==> src/rtl/sorter_pkg.sv <==
package sorter_pkg;

  // Ceiling log2 for elaboration-time sizing.
  function automatic int log2_ceil(input int n);
    int r;
    r = 0;
    for (int v = 1; v < n; v = v * 2) r = r + 1;
    return r;
  endfunction

  // Number of comparator columns: one per (merge size, distance) step.
  function automatic int num_columns(input int n);
    int l;
    l = log2_ceil(n);
    return (l * (l + 1)) / 2;
  endfunction

  // Half-size of the runs being merged in column s.
  function automatic int column_run(input int n, input int s);
    int cnt;
    cnt = 0;
    for (int p = 1; p < n; p = p * 2) begin
      for (int k = p; k >= 1; k = k / 2) begin
        if (cnt == s) return p;
        cnt = cnt + 1;
      end
    end
    return 1;
  endfunction

  // Lane distance spanned by the comparators of column s.
  function automatic int column_span(input int n, input int s);
    int cnt;
    cnt = 0;
    for (int p = 1; p < n; p = p * 2) begin
      for (int k = p; k >= 1; k = k / 2) begin
        if (cnt == s) return k;
        cnt = cnt + 1;
      end
    end
    return 1;
  endfunction

  // True when lane x is the upper (smaller-key) end of a comparator in a
  // column with run size p and span k.
  function automatic bit is_low_end(input int n, input int p, input int k, input int x);
    int base;
    base = k % p;
    if (x < base) return 1'b0;
    if (((x - base) % (2 * k)) >= k) return 1'b0;
    if (x + k >= n) return 1'b0;
    return (x / (2 * p)) == ((x + k) / (2 * p));
  endfunction

  // Partner lane of lane x in column s; returns x when the lane passes through.
  function automatic int partner_lane(input int n, input int s, input int x);
    int p;
    int k;
    p = column_run(n, s);
    k = column_span(n, s);
    if (is_low_end(n, p, k, x)) return x + k;
    if (x - k >= 0 && is_low_end(n, p, k, x - k)) return x - k;
    return x;
  endfunction

endpackage

==> src/rtl/cmp_exchange.sv <==
module cmp_exchange #(
  parameter int W = 16
) (
  input  logic [W-1:0] a,
  input  logic [W-1:0] b,
  output logic [W-1:0] lo,
  output logic [W-1:0] hi
);
  logic a_gt_b;
  assign a_gt_b = a > b;
  assign lo = a_gt_b ? b : a;
  assign hi = a_gt_b ? a : b;
endmodule

==> src/rtl/sort_column.sv <==
module sort_column #(
  parameter int N = 8,
  parameter int W = 16,
  parameter int S = 0
) (
  input  logic                clk,
  input  logic                rst,
  input  logic                in_valid,
  input  logic [N-1:0][W-1:0] in_data,
  output logic                out_valid,
  output logic [N-1:0][W-1:0] out_data
);
  logic [N-1:0][W-1:0] exchanged;

  for (genvar g = 0; g < N; g++) begin : g_lane
    localparam int PT = sorter_pkg::partner_lane(N, S, g);
    if (PT > g) begin : g_cmp
      cmp_exchange #(.W(W)) u_cx (
        .a (in_data[g]),
        .b (in_data[PT]),
        .lo(exchanged[g]),
        .hi(exchanged[PT])
      );
    end else if (PT == g) begin : g_pass
      assign exchanged[g] = in_data[g];
    end
  end

  always_ff @(posedge clk) begin
    if (rst) out_valid <= 1'b0;
    else     out_valid <= in_valid;
  end

  always_ff @(posedge clk) begin
    out_data <= exchanged;
  end
endmodule

==> src/rtl/odd_even_sorter.sv <==
module odd_even_sorter #(
  parameter int N = 8,
  parameter int W = 16
) (
  input  logic           clk,
  input  logic           rst,
  input  logic           in_valid,
  input  logic [N*W-1:0] in_data,
  output logic           out_valid,
  output logic [N*W-1:0] out_data
);
  localparam int DEPTH = sorter_pkg::num_columns(N);

  // Column boundaries: index 0 is the input, index DEPTH is the output.
  logic [DEPTH:0]                col_valid;
  logic [DEPTH:0][N-1:0][W-1:0]  col_data;

  assign col_valid[0] = in_valid;
  assign col_data[0]  = in_data;

  for (genvar s = 0; s < DEPTH; s++) begin : g_col
    sort_column #(.N(N), .W(W), .S(s)) u_col (
      .clk      (clk),
      .rst      (rst),
      .in_valid (col_valid[s]),
      .in_data  (col_data[s]),
      .out_valid(col_valid[s+1]),
      .out_data (col_data[s+1])
    );
  end

  assign out_valid = col_valid[DEPTH];
  assign out_data  = col_data[DEPTH];
endmodule

==> config.mk <==
export PLATFORM = sky130hd
export DESIGN_NAME = odd_even_sorter
export DESIGN_NICKNAME = d
export VERILOG_FILES = /design/src/rtl/sorter_pkg.sv /design/src/rtl/cmp_exchange.sv /design/src/rtl/sort_column.sv /design/src/rtl/odd_even_sorter.sv
export SDC_FILE = /design/constraint.sdc
export NUM_CORES = 1
export LEC_CHECK = 0
export ABC_AREA = 1
export ABC_CLOCK_PERIOD_IN_PS = 1480
export CAP_MARGIN = 5
export CORE_MARGIN = 3
export CORE_UTILIZATION = 57
export CTS_BUF_LIST = sky130_fd_sc_hd__clkbuf_16
export DETAILED_ROUTE_END_ITERATION = 7
export DONT_BUFFER_PORTS = 1
export PLACE_DENSITY = 0.86
export SLEW_MARGIN = 30
export SYNTH_ARGS = -nofsm -noshare
export SYNTH_HDL_FRONTEND = slang
export SYNTH_SLANG_ARGS = --single-unit
==> constraint.sdc <==
create_clock -name clk -period 1.48 [get_ports clk]
set_input_delay 0.222 -clock clk [delete_from_list [all_inputs] [get_ports clk]]
set_output_delay 0.222 -clock clk [all_outputs]
set_load 0.03 [all_outputs]
==> results of run 1 <==
-- synthesized netlist by cell type (19+ instances only) --
cell type / count
buf_4: 168
inv_1: 393
nor2_1: 103
nand3_1: 628
buf_2: 71
nand3_2: 19
dfxtp_1: 774
clkbuf_1: 57
a21oi_1: 114
a21o_1: 19
nand2_1: 1527
nand2_2: 38
ha_1: 304
o21ai_0: 19
-- per-layer routing --
| layer | GRT overflow | GRT usage [%] |
|---|---|---|
| met1 | 2 | 71.9 |
| met5 | 2 | 35.5 |
| met2 | 236 | 91.4 |
| met3 | 4 | 66.8 |
| met4 | 180 | 79.2 |
-- kinds of logic after synthesis --
group | count (synthesis)
flip-flops | 774
AND/OR/NAND/NOR | 2344
buffers and inverters | 700
AO/OA/AOI/OAI | 152
adder cells (fa/ha/maj) | 304
-- stage by stage --
step / instance area [µm²] / std cells / utilization, % / hold slack (ns) / setup WS (ns)
after floorplan: 34200 / 4274 / - / 0.293 / -0.0522
after global placement: 37700 / 5316 / 65.3 / 0.294 / -0.314
after detailed placement: 37700 / 5316 / 65.3 / 0.297 / -0.386
after CTS: 45400 / 5724 / 78.5 / 0.242 / -0.313
-- what timing repair did --
| item | CTS |
|---|---|
| pin swaps | 143 |
| endpoints found under the hold margin | 134 |
| buffers inserted | 62 |
| cloned | 49 |
| hold buffers | 162 |
| resized for setup | 468 |
| setup endpoints to repair | 480 |
==> summary.md, run 1 <==
| Metric | Value |
|---|---|
| Run status | did not finish |
| Largest family of logic cells by synthesized area | simple AND/OR/NAND/NOR gates |
| Post-Syn Instances | between 4000 and 5000 |
| Buffer cell driving the clock tree root | clkbuf_16 |
| Post-synthesis sequential area ratio | 46.4% |
| First logged error message | [ERROR GRT-0232] Routing congestion too high. Check the congestion heatmap in the GUI. |
| Die height | 248 µm |
| Cts bufs inserted | 76 |
| Global-route total usage across every layer | 76.3% |
| Simple-gate portion of the synthesized area | slightly below 30% |
| Pin count of the biggest net entering global routing | 33 |
| Last stage reached | 5_1_grt |
| Proportion of synthesized area in mux cells | 0% |
| Crit. endpoint post-GRT repair | g_col[3].u_col.out_data[41]$_DFF_P_/D |
| Cell type with the largest total area after synthesis | dfxtp_1 |
| Gpl congestion | 0.942 |
| Adder-cell share of the synthesized area | 11.4% |
| HPWL Detailed | 67.9 mm |
| Total of buffers placed on input and output ports | 0 |
| Total nets after synthesis | 4709 |
| Area share of the leading cell type in the synthesized netlist | 46.4% |
| Main flop type after synthesis | dfxtp_1 |
| Flop and latch count out of synthesis | around 770 |
| Total congestion overflow after global routing | about 420 |
| Leading post-synthesis cells by cell area | dfxtp_1 46%, nand2_1 17%, ha_1 11%, nand3_1 9.4%, inv_1 4.4% |
| Yosys cell types | 19 |
| Mean instance size in the synthesized netlist | slightly below 8 µm² |
| Number of ports placed on the die boundary | 260 |
| Row count | 88 |
| Die W | 248 µm |
| Xor and xnor area share after synthesis | 0% |
| Async set-or-reset flop fraction in the synthesized netlist | 0% |
| Worst endpoint type | register input |
| Initial standard-cell utilization of the core | 57.8% |
| Share of the synthesized area in compound gates (AO/OA/AOI/OAI) | 2.42% |
| Post-synth design cell area | 0.0334 mm² |
| Level count of the clock H-tree | 3 |
| Yosys synthesis warning count | 0 |
| Number of flops mapped to enable cells by yosys | 0 |
| TritonCTS sink count | 774 |
| CTS Buffer Depth | 3 |
==> inputs of run 2 (changes only) <==
- ABC_CLOCK_PERIOD_IN_PS: 1480 -> 1900
- CORE_UTILIZATION: 57 -> 40
- CTS_BUF_LIST: sky130_fd_sc_hd__clkbuf_16 -> not set
- PLACE_DENSITY: 0.86 -> not set
- PLACE_DENSITY_LB_ADDON: not set -> 0.15
- clock period: 1.48 -> 1.9 ns (I/O delays scaled with it)
==> run 2 against run 1 <==
The flow now finishes without violations. Area after synthesis stayed put. Synthesized cell count stayed put.
==> summary.md, run 2 <==
| Metric | Value |
|---|---|
| Run status | finished, final reports clean |
| FMAX | 0.541 GHz |
| Post-Syn Instances | 4274 (unchanged) |
| Internal cell power | 0.0463 W |
| Number of ports placed on the die boundary | 260 (unchanged) |
| Setup skew after layout | about 0.027 ns |
| Global-route total usage across every layer | 20.8% |
| Share of the clock period used by the worst path | 97.3% |
| Routed vias/inst | 4.74 |
| Antenna diodes | 0 |
| Initial DRC count | 1623 |
| Pin count of the biggest net entering global routing | 33 |
| Pre-CTS setup slack | 0.0412 ns (+0.428 ns) |
| Die height | 295 µm (+19%) |
| Insertion delay to the later sink of the worst-skew pair | approximately 0.62 ns |
| Max_slew headroom | approximately 74% |
| Vias in the first global route | 24666 |
| Gpl congestion | 0.858 (-9.0%) |
| Mean instance size in the synthesized netlist | 7.81 µm² (unchanged) |
| Vias | around 26000 |
| Main flop type after synthesis | dfxtp_1 |
| Commonest cells post-synth | 1527 x nand2_1, 774 x dfxtp_1, 628 x nand3_1 |
| Die W | 295 µm (+19%) |
| Worst vdd rail ir drop | between 0.8 and 0.9 mV |
| CP startpoint kind | flop |
| Total congestion overflow after global routing | 0 |
| Post-route DRC violation count | 0 |
| Sum of routed wire length over all layers | 91.5 mm |
| Most frequent cell after synthesis | nand2_1 |
| Most frequent standard cell in the layout excluding fill and tap cells | nand2_1 |
| Level count of the clock H-tree | 3 (unchanged) |
| Row count | 105 (+19%) |
| Count of final setup violators | 0 |
| TritonCTS clock tree | done |
| Async set-or-reset flop fraction in the synthesized netlist | 0% (unchanged) |
| Total of buffers placed on input and output ports | 0 (unchanged) |
| First-pass GRT wire length | between 100 and 150 mm |
| Cts bufs inserted | 82 (+7.9%) |
| Area share of the leading cell type in the synthesized netlist | 46.4% (unchanged) |
| Yosys synthesis warning count | 0 (unchanged) |
| Registers with the most flip-flops | g_col.u_col.out_data (768), g_col.u_col.out_valid (6) |
| DIE AREA | 0.0870 mm² |
| CTS Buffer Depth | 3 (unchanged) |
| Antenna-violating nets left | 0 |
| CP endpoint kind | flop |
| Arrival time at the worst endpoint | 2.34 ns |
| Switching share of total power | between 40% and 50% |
| Leakage power total | 20.6 nW |
| Area growth from synthesis to layout | 20.7% |
| Power Dens Cells | 1960 mW/mm² |
| Power dissipated by switching net loads | 0.0326 W |
| Yosys cell types | 19 (unchanged) |
| CP required | 2.39 ns |
| Post-synthesis sequential area ratio | 46.4% (unchanged) |
| Final hold viol count | 0 |
| Flop and latch count out of synthesis | 774 (unchanged) |
| Number of flops mapped to enable cells by yosys | 0 (unchanged) |
| Sequential fraction of design power | 39.9% |
| Total nets after synthesis | 4709 (unchanged) |
| Number of placed cells counting well taps | 5203 (-2.1%) |
| Clock-pin slew of the registers on the worst-case setup and hold paths | about 0.06 ns |
| Leading post-synthesis cells by cell area | dfxtp_1 46%, nand2_1 17%, ha_1 11%, nand3_1 9.4%, inv_1 4.4% |
| Count of pins over their slew limit | 0 |
| Shortest period the worst path allows | about 1.8 ns |
| Clock share of power | 20.8% |
| Least-Margin Pin Slew | 0.389 ns |
| Final WS setup | 0.0508 ns |
| Post-route insts no fill | 5559 |
| HPWL Detailed | 70.4 mm (+3.7%) |
| Share of power burned in combinational logic | about two fifths |
| Initial standard-cell utilization of the core | 40.5% (-17 points) |
| Initial antenna violation count | 8 |
| TritonCTS sink count | 774 (unchanged) |
| Commonest cells after routing, fill and taps aside | 1474 x nand2_1, 666 x dfxtp_1, 625 x nand3_1 |
| Buffer cell driving the clock tree root | clkbuf_16 |
| Layout net count | between 4000 and 5000 |
| Number of flip-flops under the largest register name | between 700 and 800 |
| Cell type with the largest total area after synthesis | dfxtp_1 |
| RSZ-0062 raised after global routing | true |
| Top reg by flops | g_col.u_col.out_data |
| Mean routed wirelength per cell | 16.5 µm |
| First-pass detailed-route iteration total | 8 |
| Number of max-cap violations | 0 |
| CP Class | reg2reg |
| Core box area | 0.0824 mm² |
| Post-synth design cell area | 0.0334 mm² (unchanged) |
| Path type of the worst min-delay path | in2reg |
| Fraction of final layout cells with drive strength greater than 1 | 13.2% |
| Critical-path maximum fanout | 7 |
## run 2: path summary, 6_finish.rpt
kind | startpoint | to | slack (ns) | depth (start not counted)
setup / recovery | g_col[2].u_col.out_data[120]$_DFF_P_ | g_col[3].u_col.out_data[119]$_DFF_P_ | 0.05 | 11
hold / removal | in_data[111] | g_col[0].u_col.out_data[111]$_DFF_P_ | 0.26 | 8
setup reg to reg | g_col[2].u_col.out_data[120]$_DFF_P_ | g_col[3].u_col.out_data[119]$_DFF_P_ | 0.05 | 11
hold reg to reg | g_col[1].u_col.out_data[77]$_DFF_P_ | g_col[2].u_col.out_data[77]$_DFF_P_ | 0.32 | 0
## run 2: per-stage QoR
step	total power (W)	utilization (%)	hold slack (ns)	area, µm²	TNS (ns)
after detailed placement	0.0598	41.9	0.312	34500	0
after CTS	0.0769	47.7	0.221	39300	0
after floorplan	0.0501	-	0.310	33400	0
after global routing	0.0853	48.9	0.289	40300	-0.343
after global placement	0.0594	41.9	0.311	34500	0
final	0.0789	48.9	0.262	40300	0
## run 2: repair_timing
item,4_1_cts,5_1_grt
setup endpoints to repair,0,379
gates resized for setup,0,256
hold buffers,194,0
endpoints found under the hold margin,134,0
buffers inserted,0,9
## run 2: final cells by class
cell class                      instances  area [µm²]
Tap cell                             1070        1340
Clock inverter                         45         541
Fill cell                            7819       42100
Sequential cell                       774       15600
Clock buffer                          101        2280
Multi-Input combinational cell       2800       15100
Timing Repair Buffer                  368        3880
Inverter                              401        1510
## run 2: power groups by stage
stage | Sequential, W | Clock, W | Combinational, W
4_1_cts | 0.0314 | 0.0169 | 0.0287
3_5_place_dp | 0.0318 | 0 | 0.0281
2_1_floorplan | 0.0259 | 0 | 0.0242
6_report | 0.0315 | 0.0164 | 0.0310
3_3_place_gp | 0.0317 | 0 | 0.0277
5_1_grt | 0.0322 | 0.0175 | 0.0356
## run 2: per-layer routing
metal,track usage (%),up-vias,routed length [µm]
li1,-,13701,-
met1,26.8,11887,40600
met2,34.6,603,43500
met3,3.70,144,4290
met4,7.94,8,3040
met5,0,-,56
## run 2: logic make-up after synthesis
| logic type | synth area share, % |
|---|---|
| flops | 46.4 |
| simple gates | 29.7 |
| fa+ha+maj | 11.4 |
| compound gates | 2.42 |
| buf+inv | 10.1 |
## run 2: worst max-delay path, stage by stage (launching register included)
cell,delay [ns]
dfxtp_2,0.34
buf_12,0.12
inv_6,0.03
ha_4,0.24
nand4_1,0.15
nor3_4,0.25
nand2_2,0.08
nand2_4,0.12
nand2_8,0.10
clkbuf_16,0.18
nand2_1,0.05
nand2_1,0.05
Note: power is estimated with default switching activity, not from simulation.
==> inputs of run 3 (changes only) <==
- ABC_CLOCK_PERIOD_IN_PS: 1900 -> 2100
- clock period: 1.9 -> 2.1 ns (I/O delays scaled with it)
==> run 3 against run 2 <==
First-iteration DRC count rose by 7.5%. Clock skew shrank 0.0021 ns. Die area did not move. Largest cell class unchanged.
==> summary.md, run 3 (synthesized netlist as in run 2, its figures left out) <==
| Metric | Value |
|---|---|
| Run status | finished, final reports clean |
| Maximum single-stage delay on the critical path | 0.45 ns (+0.11 ns) |
| Share of the clock period used by the worst path | 94.3% (-3.0 points) |
| Antenna-violating nets left | 0 (unchanged) |
| Number of cells on the worst hold path | 0 (-8) |
| Clock-pin slew of the registers on the worst-case setup and hold paths | 0.06 ns (about the same) |
| Most frequent CP cell | nand2_1 |
| Cts bufs inserted | 82 (unchanged) |
| Initial DRC count | 1745 (+7.5%) |
| Switching share of total power | 42.1% (+0.80 points) |
| CP startpoint kind | flop |
| Arrival time at the worst endpoint | 2.54 ns (+0.20 ns) |
| Crit-path leading delay family | simple AND/OR/NAND/NOR gates |
| Standard cell with the maximum stage delay on the critical path | dfxtp_1 |
| Internal cell power | 0.0385 W (-17%) |
| TritonCTS clock tree | done |
| Worst reg2reg path startpoint | g_col[1].u_col.out_data[111]$_DFF_P_ |
| Critical-path maximum fanout | 32 (+25) |
| Top reg by flops | g_col.u_col.out_data |
| Final hold viol count | 0 (unchanged) |
| Least-Margin Pin Slew | 0.530 ns (+0.141 ns) |
| Insertion delay to the later sink of the worst-skew pair | 0.63 ns (about the same) |
| First-pass GRT wire length | 139 mm (-0.49%) |
| Clock share of power | 21.8% (+1.0 points) |
| Core box area | 0.0824 mm² (unchanged) |
| CP endpoint kind | flop |
| Global-route total usage across every layer | 20.6% (-0.15 points) |
| Worst vdd rail ir drop | 0.887 mV (+3.5%) |
| Fraction of final layout cells with drive strength greater than 1 | 6.39% (-6.8 points) |
| Most frequent standard cell in the layout excluding fill and tap cells | nand2_1 |
| Gpl congestion | 0.864 (+0.72%) |
| Buffers plus inverters on the worst setup path | 2 (-1) |
| Final WS setup | 0.119 ns (+0.0680 ns) |
| Sum of routed wire length over all layers | 90.0 mm (-1.7%) |
| Total congestion overflow after global routing | 0 (unchanged) |
| Count of final setup violators | 0 (unchanged) |
| Pin count of the biggest net entering global routing | 33 (unchanged) |
| Pre-CTS setup slack | 0.0936 ns (+0.0524 ns) |
| Post-route DRC violation count | 0 (unchanged) |
| Layout net count | 4761 (-2.1%) |
| Total of buffers placed on input and output ports | 0 (unchanged) |
| Number of placed cells counting well taps | 5118 (-1.6%) |
| Max_slew headroom | 64.5% (-9.5 points) |
| HPWL Detailed | 69.6 mm (-1.2%) |
| Power Dens Cells | 1740 mW/mm² (-11%) |
| Number of ports placed on the die boundary | 260 (unchanged) |
| CP cell instances | inv_1 -> ha_1 -> nand4_1 -> nor2_1 -> nand2_1 -> nand2_2 -> buf_4 -> nand3_1 -> nand2_1 |
| Area growth from synthesis to layout | 14.7% |
| DIE AREA | 0.0870 mm² (unchanged) |
| CTS Buffer Depth | 3 (unchanged) |
| Initial antenna violation count | 3 (-5) |
| Level count of the clock H-tree | 3 (unchanged) |
| Mean routed wirelength per cell | 16.5 µm (+0.25%) |
| FMAX | 0.505 GHz (-6.7%) |
| Post-route insts no fill | 5450 (-2.0%) |
| Share of power burned in combinational logic | 35.6% (-3.7 points) |
| Count of pins over their slew limit | 0 (unchanged) |
| First-pass detailed-route iteration total | 5 (-3) |
| Antenna diodes | 0 (unchanged) |
| Sequential fraction of design power | 42.6% (+2.7 points) |
| CP required | 2.66 ns (+0.27 ns) |
| Leakage power total | 19.8 nW (-4.1%) |
| Row count | 105 (unchanged) |
| HP Start | g_col[4].u_col.out_data[115]$_DFF_P_ |
| Number of post-CTS setup repair buffers | 0 (unchanged) |
| Power dissipated by switching net loads | 0.0280 W (-14%) |
| Number of cells on the critical path | 9 (-2) |
| RSZ-0062 raised after global routing | false |
| Initial standard-cell utilization of the core | 40.5% (unchanged) |
| Buffer cell driving the clock tree root | clkbuf_16 |
| Crit path from | g_col[1].u_col.out_data[111]$_DFF_P_ |
| Die height | 295 µm (unchanged) |
| Registers with the most flip-flops | g_col.u_col.out_data (768), g_col.u_col.out_valid (6) |
| Shortest period the worst path allows | 1.98 ns (+0.132 ns) |
| Path type of the worst min-delay path | reg2reg |
| Number of max-cap violations | 0 (unchanged) |
| Setup skew after layout | 0.0250 ns (-0.00206 ns) |
| Number of flip-flops under the largest register name | 768 (unchanged) |
| Depth of the worst register-to-register path | 9 (-2) |
| Vias in the first global route | 24293 (-1.5%) |
| Vias | 26116 (-0.86%) |
| CP Class | reg2reg |
| Die W | 295 µm (unchanged) |
| TritonCTS sink count | 774 (unchanged) |
| Final setup TNS | 0 ns (unchanged) |
| Routed vias/inst | 4.79 (+1.1%) |
| Commonest cells after routing, fill and taps aside | 1527 x nand2_1, 770 x dfxtp_1, 628 x nand3_1 |
run 3: cell count changes in the layout (fill, tap and decap cells not counted), sizes merged:
| cell | delta |
|---|---|
| clkinvlp | -1 |
| inv | -3 |
| clkbuf | +5 |
| clkinv | -12 |
| bufinv | -2 |
| buf | -96 |
run 3: power groups by stage:
| stage | logic (W) | clock network (W) | registers (W) |
|---|---|---|---|
| floorplan | 0.0219 | 0 | 0.0235 |
| global placement | 0.0229 | 0 | 0.0288 |
| detailed placement | 0.0232 | 0 | 0.0288 |
| CTS | 0.0238 | 0.0149 | 0.0285 |
| global route | 0.0277 | 0.0155 | 0.0290 |
| finish | 0.0237 | 0.0145 | 0.0283 |
run 3: routing by layer:
layer	up-vias	wire length [µm]	track usage (%)
met2	667	43200	35.4
met3	113	4480	3.04
met4	0	1650	5.12
met5	-	0	0
met1	11862	40600	27.2
li1	13474	-	-
run 3: path summary, 6_finish.rpt:
check | endpoint | slack [ns]
max | g_col[2].u_col.out_data[95]$_DFF_P_ | 0.12
min reg2reg | g_col[5].u_col.out_data[115]$_DFF_P_ | 0.32
min | g_col[5].u_col.out_data[115]$_DFF_P_ | 0.32
max reg2reg | g_col[2].u_col.out_data[95]$_DFF_P_ | 0.12
run 3: timing repair:
action                                  CTS  global route
endpoints found under the hold margin   134             0
hold buffers                            194             0
gates resized for setup                   0            16
endpoints found under the setup margin    0           249
run 3: cell type report:
class	count	area (µm²)
Fill cell	8051	44100
Sequential cell	774	15500
Multi-Input combinational cell	2800	14600
Timing Repair Buffer	267	2640
Clock buffer	111	2350
Inverter	401	1510
Tap cell	1070	1340
Clock inverter	27	379
run 3: worst reg2reg max path, delay by kind of cell (launching register included):
family	cells	cell delay, ns
adder cells (fa/ha/maj)	1	0.32
AND/OR/NAND/NOR	6	0.76
buffers and inverters	2	0.38
flip-flops	1	0.45
run 3: stage by stage:
stage	utilization [%]	area (µm²)	total power [W]	hold slack (ns)
floorplan	-	33400	0.0454	0.310
global placement	40.7	33500	0.0517	0.310
detailed placement	40.7	33500	0.0521	0.312
CTS	46.4	38200	0.0672	0.302
global route	46.5	38300	0.0722	0.316
finish	46.5	38300	0.0665	0.316
